[src/rtl/cs_wait_pkg.sv]
package cs_wait_pkg;

   // largest supported wait-state field width
   localparam int WS_W_MAX = 6;

   typedef enum logic [1:0] {
      ST_IDLE  = 2'd0,
      ST_TIMED = 2'd1,
      ST_EXT   = 2'd2
   } acc_state_e;

endpackage

[src/rtl/cs_wait_sel.sv]
module cs_wait_sel #(
   parameter int WS_W         = 3,
   parameter bit HAS_WR_FIELD = 1'b1
) (
   input  logic            wr,
   input  logic            wr_sep,
   input  logic [WS_W-1:0] ws_rd,
   input  logic [WS_W-1:0] ws_wr,
   output logic [WS_W-1:0] ws_sel
);

   generate
      if (HAS_WR_FIELD) begin : g_split
         // separate write count only when enabled and the access writes
         assign ws_sel = (wr_sep && wr) ? ws_wr : ws_rd;
      end else begin : g_shared
         logic unused_sel;
         assign unused_sel = ^{wr, wr_sep, ws_wr};
         assign ws_sel     = ws_rd;
      end
   endgenerate

endmodule

[src/rtl/cs_wait_timer.sv]
module cs_wait_timer
   import cs_wait_pkg::*;
#(
   parameter int WS_W = 3
) (
   input  logic            clk,
   input  logic            rst,
   input  logic            start,
   input  logic            hit,
   input  logic            auto_en,
   input  logic [WS_W-1:0] ws,
   input  logic            ext_ack,
   output logic            fire_q,
   output logic            active
);

   localparam logic [WS_W-1:0] ONE  = WS_W'(1);
   localparam logic [WS_W-1:0] ZERO = '0;

   acc_state_e      state_q, state_d;
   logic [WS_W-1:0] cnt_q, cnt_d;
   logic            fire_d;
   logic            take;

   assign take   = start && hit && (state_q == ST_IDLE);
   assign active = (state_q != ST_IDLE);

   always_comb begin
      state_d = state_q;
      cnt_d   = cnt_q;
      fire_d  = 1'b0;
      unique case (state_q)
         ST_IDLE: begin
            if (take) begin
               if (!auto_en) begin
                  state_d = ST_EXT;
               end else if (ws == ZERO) begin
                  fire_d = 1'b1;
               end else begin
                  state_d = ST_TIMED;
                  cnt_d   = ws;
               end
            end
         end
         ST_TIMED: begin
            if (ext_ack) begin
               state_d = ST_IDLE;
               cnt_d   = ZERO;
            end else if (cnt_q == ONE) begin
               state_d = ST_IDLE;
               cnt_d   = ZERO;
               fire_d  = 1'b1;
            end else begin
               cnt_d = cnt_q - ONE;
            end
         end
         ST_EXT: begin
            if (ext_ack) begin
               state_d = ST_IDLE;
            end
         end
         default: begin
            state_d = ST_IDLE;
            cnt_d   = ZERO;
         end
      endcase
   end

   always_ff @(posedge clk) begin
      if (rst) begin
         state_q <= ST_IDLE;
         cnt_q   <= ZERO;
         fire_q  <= 1'b0;
      end else begin
         state_q <= state_d;
         cnt_q   <= cnt_d;
         fire_q  <= fire_d;
      end
   end


   zero_wait_chk: assert property (@(posedge clk) disable iff (rst)
      (state_q == ST_IDLE && start && hit && auto_en && ws == ZERO) |=> fire_q);


   cnt_live_chk: assert property (@(posedge clk) disable iff (rst)
      (state_q == ST_TIMED) |-> (cnt_q != ZERO));


   cnt_step_chk: assert property (@(posedge clk) disable iff (rst)
      (state_q == ST_TIMED && !ext_ack && cnt_q != ONE)
      |=> (state_q == ST_TIMED && cnt_q == $past(cnt_q) - ONE));


   ext_only_chk: assert property (@(posedge clk) disable iff (rst)
      (state_q == ST_EXT) |=> !fire_q);


   early_cut_chk: assert property (@(posedge clk) disable iff (rst)
      (state_q == ST_TIMED && ext_ack) |=> (state_q == ST_IDLE && !fire_q));


   miss_idle_chk: assert property (@(posedge clk) disable iff (rst)
      (state_q == ST_IDLE && !(start && hit)) |=> (state_q == ST_IDLE && !fire_q));


   busy_hold_chk: assert property (@(posedge clk) disable iff (rst)
      (state_q == ST_EXT && !ext_ack) |=> (state_q == ST_EXT));

endmodule

[src/rtl/cs_wait_merge.sv]
module cs_wait_merge (
   input  logic clk,
   input  logic rst,
   input  logic fire_q,
   input  logic active,
   input  logic ext_ack,
   output logic term
);

   // external acknowledge only counts while an access is open
   assign term = fire_q || (active && ext_ack);


   one_src_chk: assert property (@(posedge clk) disable iff (rst)
      fire_q |-> !active);

endmodule

[src/rtl/cs_wait_term.sv]
module cs_wait_term
   import cs_wait_pkg::*;
#(
   parameter int WS_W         = 3,
   parameter bit HAS_WR_FIELD = 1'b1
) (
   input  logic            clk,
   input  logic            rst,
   input  logic            cyc_start,
   input  logic            cs_hit,
   input  logic            wr,
   input  logic [WS_W-1:0] cfg_ws,
   input  logic [WS_W-1:0] cfg_wr_ws,
   input  logic            cfg_wr_sep,
   input  logic            cfg_auto_en,
   input  logic            ext_ack,
   output logic            term_o
);

   generate
      if (WS_W < 1 || WS_W > WS_W_MAX) begin : g_bad_width
         $error("cs_wait_term: WS_W out of supported range");
      end
   endgenerate

   logic [WS_W-1:0] ws_sel;
   logic            fire_q;
   logic            active;

   cs_wait_sel #(
      .WS_W         (WS_W),
      .HAS_WR_FIELD (HAS_WR_FIELD)
   ) u_sel (
      .wr     (wr),
      .wr_sep (cfg_wr_sep),
      .ws_rd  (cfg_ws),
      .ws_wr  (cfg_wr_ws),
      .ws_sel (ws_sel)
   );

   cs_wait_timer #(
      .WS_W (WS_W)
   ) u_timer (
      .clk     (clk),
      .rst     (rst),
      .start   (cyc_start),
      .hit     (cs_hit),
      .auto_en (cfg_auto_en),
      .ws      (ws_sel),
      .ext_ack (ext_ack),
      .fire_q  (fire_q),
      .active  (active)
   );

   cs_wait_merge u_merge (
      .clk     (clk),
      .rst     (rst),
      .fire_q  (fire_q),
      .active  (active),
      .ext_ack (ext_ack),
      .term    (term_o)
   );

endmodule

[config.mk]
export PLATFORM = sky130hd
export DESIGN_NAME = cs_wait_term
export DESIGN_NICKNAME = d
export VERILOG_FILES = /design/src/rtl/cs_wait_pkg.sv /design/src/rtl/cs_wait_sel.sv /design/src/rtl/cs_wait_timer.sv /design/src/rtl/cs_wait_merge.sv /design/src/rtl/cs_wait_term.sv
export SDC_FILE = /design/constraint.sdc
export NUM_CORES = 1
export LEC_CHECK = 0
export BUFFER_PORTS_ARGS = -buffer_cell sky130_fd_sc_hd__buf_2
export CAP_MARGIN = 20
export CORE_MARGIN = 10
export CORE_UTILIZATION = 34
export CTS_CLUSTER_DIAMETER = 150
export CTS_CLUSTER_SIZE = 14
export DETAILED_ROUTE_END_ITERATION = 12
export MAX_ROUTING_LAYER = met4
export PLACE_DENSITY = 0.67
export SYNTH_ARGS = -nofsm -noshare
export SYNTH_HDL_FRONTEND = slang
export SYNTH_SLANG_ARGS = --single-unit
[constraint.sdc]
create_clock -name clk -period 3.25 [get_ports clk]
set_input_delay 0.325 -clock clk [delete_from_list [all_inputs] [get_ports clk]]
set_output_delay 0.325 -clock clk [all_outputs]
set_load 0.05 [all_outputs]
==> metrics.md <==
| Metric | Value |
|---|---|
| Status | `finished, final reports clean` |
| GP Congestion | `around 0.8` |
| Die W | `57.3 um` |
| Residual DRC count | `0` |
| Clk network pwr share | `0.340` |
| Final Cycle Share | `0.508` |
| Setup TNS | `0 ns` |
| Seq cells post-synth | `6` |
| Syn avg cell area | `8.45 um2` |
| Commonest non-fill, non-tap cell in the layout | `buf_2` |
| Tot Pwr | `~0.00019 W` |
| GRT Total Usage | `0.0635` |
| Hold-critical path endpoint | `u_timer.state_q[0]` |
| DP HPWL | `roughly 850 um` |
| Cell variety after synth | `26` |
| Fmax | `around 0.6 GHz` |
| Nature of the critical path endpoint | `output port` |
| CTS Root Cell | `clkbuf_4` |
| Sw Pwr | `around 0.000047 W` |
| Total global routing overflow | `0` |
| Max_slew headroom | `0.840` |
| Critical Path RT | `2.92 ns` |
| CP max-delay cell | `dfxtp_1` |
| R2R setup slack | `1.85 ns` |
| Initial antenna violation count | `0` |
| Clk pin slew, worst setup/hold paths | `0.04 ns` |
| HP Start | `rst` |
| Slew at the pin with the worst max-slew slack | `0.240 ns` |
| Worst stage delay on the critical path | `0.35 ns` |
| Fillers | `134` |
| Setup bufs post-CTS | `0` |
| Net Sw Frac | `0.249` |
| Starting density of the core | `0.363` |
| First-pass GRT wire length | `1.66 mm` |
| Clk_skew | `0.00172 ns` |
| Clock Path Buffers | `2` |
| Row count | `13` |
| Fraction of power consumed by combinational cells | `0.235` |
| WHS Path Cells | `2` |
| Hold-fix buffers, CTS | `0` |
| Leakage Power | `0.272 nW` |
| Fin. Hold Viols | `0` |
| Share of the yosys chip area belonging to registers | `0.254` |
| Yosys top cell area share | `0.254` |
| Synthesized Nets | `72` |
| Vias in the first global route | `404` |
| Post-route ant nets | `0` |
| Nets@finish | `about 90` |
| Diode count | `0` |
| Skew-Pair Late Insertion Delay | `0.23 ns` |
| Synthesized area | `473 um2` |
| Htree depth | `1` |
| Multi-input logic area | `332 um2` |
| Worst hold path type | `in2reg` |
| YS warnings | `0` |
| Mapped Cells | `56` |
| Pre-antenna DRT Iters | `4` |
| Number of max-cap violations | `0` |
| Commonest non-fill, non-tap cells in the layout | `buf_2 (14), nand2b_1 (6), dfxtp_1 (6)` |
| Int Power | `0.000142 W` |
| Worst setup path class | `reg2out` |
| Maximum VDD drop | `0.203 mV` |
| Reg2reg end | `u_timer.cnt_q[2]` |
| Average routed wire per standard cell | `11.5 um` |
| Critical-path cell list | `or2_2, a21o_1, buf_2` |
| R2R cell count | `6` |
| TritonCTS clock tree | `done` |
| Most used DFF post-synth | `dfxtp_1` |
| Core box area | `approximately 1300 um2` |
| Synth-to-layout area growth | `21.4%` |
| Min Tclk post-route | `1.65 ns` |
| Overall routed net length | `992 um` |
| Pins Over Slew Limit | `0` |
| Setup crit start kind | `register` |
| Crit path DAT | `1.33 ns` |
| RSZ-0062 raised after global routing | `no` |
| CTS Buf Count | `3` |
| Sequential cell area | `between 100 and 150 um2` |
| Synth async-reset ratio | `0` |
| CP max FO | `7` |
| Layout Cells excl Fill | `86` |
| Resize count post-CTS | `0` |
| Final setup fails | `0` |
| Power Density | `328 nW/um2` |
| Share of cells above drive strength 1 | `0.352` |
| Sequential share of power | `0.425` |
| Dpl cells | `83` |
| Sink Count | `6` |
| Largest net degree at the start of global routing | `9` |
| Vias/cell | `4.87` |
| Synth top area cells | `dfxtp_1 (25%), nand2b_1 (7.9%), a21bo_2 (6.3%), mux2i_1 (6.3%), a21oi_1 (5.3%)` |
| Post-synth EDFFs | `0` |
| Full die area | `3280 um2` |
| Vias | `419` |
| Io pins | `15` |
| Leading area contributor after synthesis | `dfxtp_1` |
| Iter 0 DRT Violations | `3` |
| Chip Height | `57.3 um` |
| Port bufs | `14` |
| RR Startpoint | `u_timer.cnt_q[1]` |
[critical path: cells and delay by family, from the launching register on]
| kind | cells | cell delay, ns |
|---|---|---|
| AOI/OAI and AO/OA | 1 | 0.19 |
| buffers and inverters | 1 | 0.20 |
| DFF | 1 | 0.35 |
| and+or+nand+nor | 1 | 0.34 |
[flip-flops by register name, indices dropped and copies added (netlist names)]
name / count
u_timer.cnt_q: 3
u_timer.state_q: 2
u_timer.fire_q: 1
[how the worst max path moves through the flow]
| stage | to | slack (ns) | start | cells after the start |
|---|---|---|---|---|
| after floorplan | term_o | 1.94 | u_timer.state_q[0] | 2 |
| after global placement | u_timer.cnt_q[2] | 1.83 | u_timer.cnt_q[1] | 6 |
| after detailed placement | u_timer.cnt_q[2] | 1.84 | u_timer.cnt_q[1] | 6 |
| after CTS | term_o | 1.59 | u_timer.state_q[0] | 3 |
| after global routing | term_o | 1.53 | u_timer.state_q[0] | 3 |
| final | term_o | 1.60 | u_timer.state_q[0] | 3 |
[routing by layer]
layer / up-vias / track usage / wire [um]
li1: 232 / - / -
met1: 173 / 0.0777 / 506
met2: 12 / 0.0775 / 375
met3: 2 / 0.0265 / 92
met4: 0 / 0.0503 / 18
met5: - / - / 0
[stage by stage]
stage	setup WS (ns)	hold slack [ns]	utilization	area, um2
after floorplan	1.94	0.397	-	473
after global placement	1.83	0.471	0.424	552
after detailed placement	1.84	0.479	0.424	552
after CTS	1.59	0.341	0.441	574
after global routing	1.53	0.359	0.441	574
final	1.60	0.351	0.441	574
[power groups by stage]
stage                     sequential [W]  combinational (W)  clock [W]
after global placement         0.0000813          0.0000440          0
after CTS                      0.0000800          0.0000446  0.0000686
after floorplan                0.0000805          0.0000311          0
final                          0.0000801          0.0000443  0.0000641
after detailed placement       0.0000813          0.0000445          0
after global routing           0.0000805          0.0000498  0.0000736
[cell families (layout without fill, tap and decap cells)]
| family | after synthesis | in the layout | synth area share |
|---|---|---|---|
| simple gates | 23 | 23 | 0.304 |
| compound gates | 17 | 17 | 0.280 |
| flops | 6 | 6 | 0.254 |
| buf+inv | 5 | 20 | 0.0450 |
| mux | 3 | 3 | 0.0635 |
| fa+ha+maj | 2 | 2 | 0.0529 |
[cells in the mapped netlist, types with 3 or more instances]
master	count
nor2_1	4
inv_1	3
mux2i_1	3
dfxtp_1	6
a21bo_2	3
nand3_1	3
a21oi_1	5
nand2b_1	6
[final cells by class]
type | count | share of cell area
tap | 15 | 0.0327
inverter | 3 | 0.0196
sequential | 6 | 0.209
timing repair buffer | 14 | 0.122
multi-input combinational | 45 | 0.577
clock buffer | 3 | 0.0392
(Power assumes the default switching activity.)
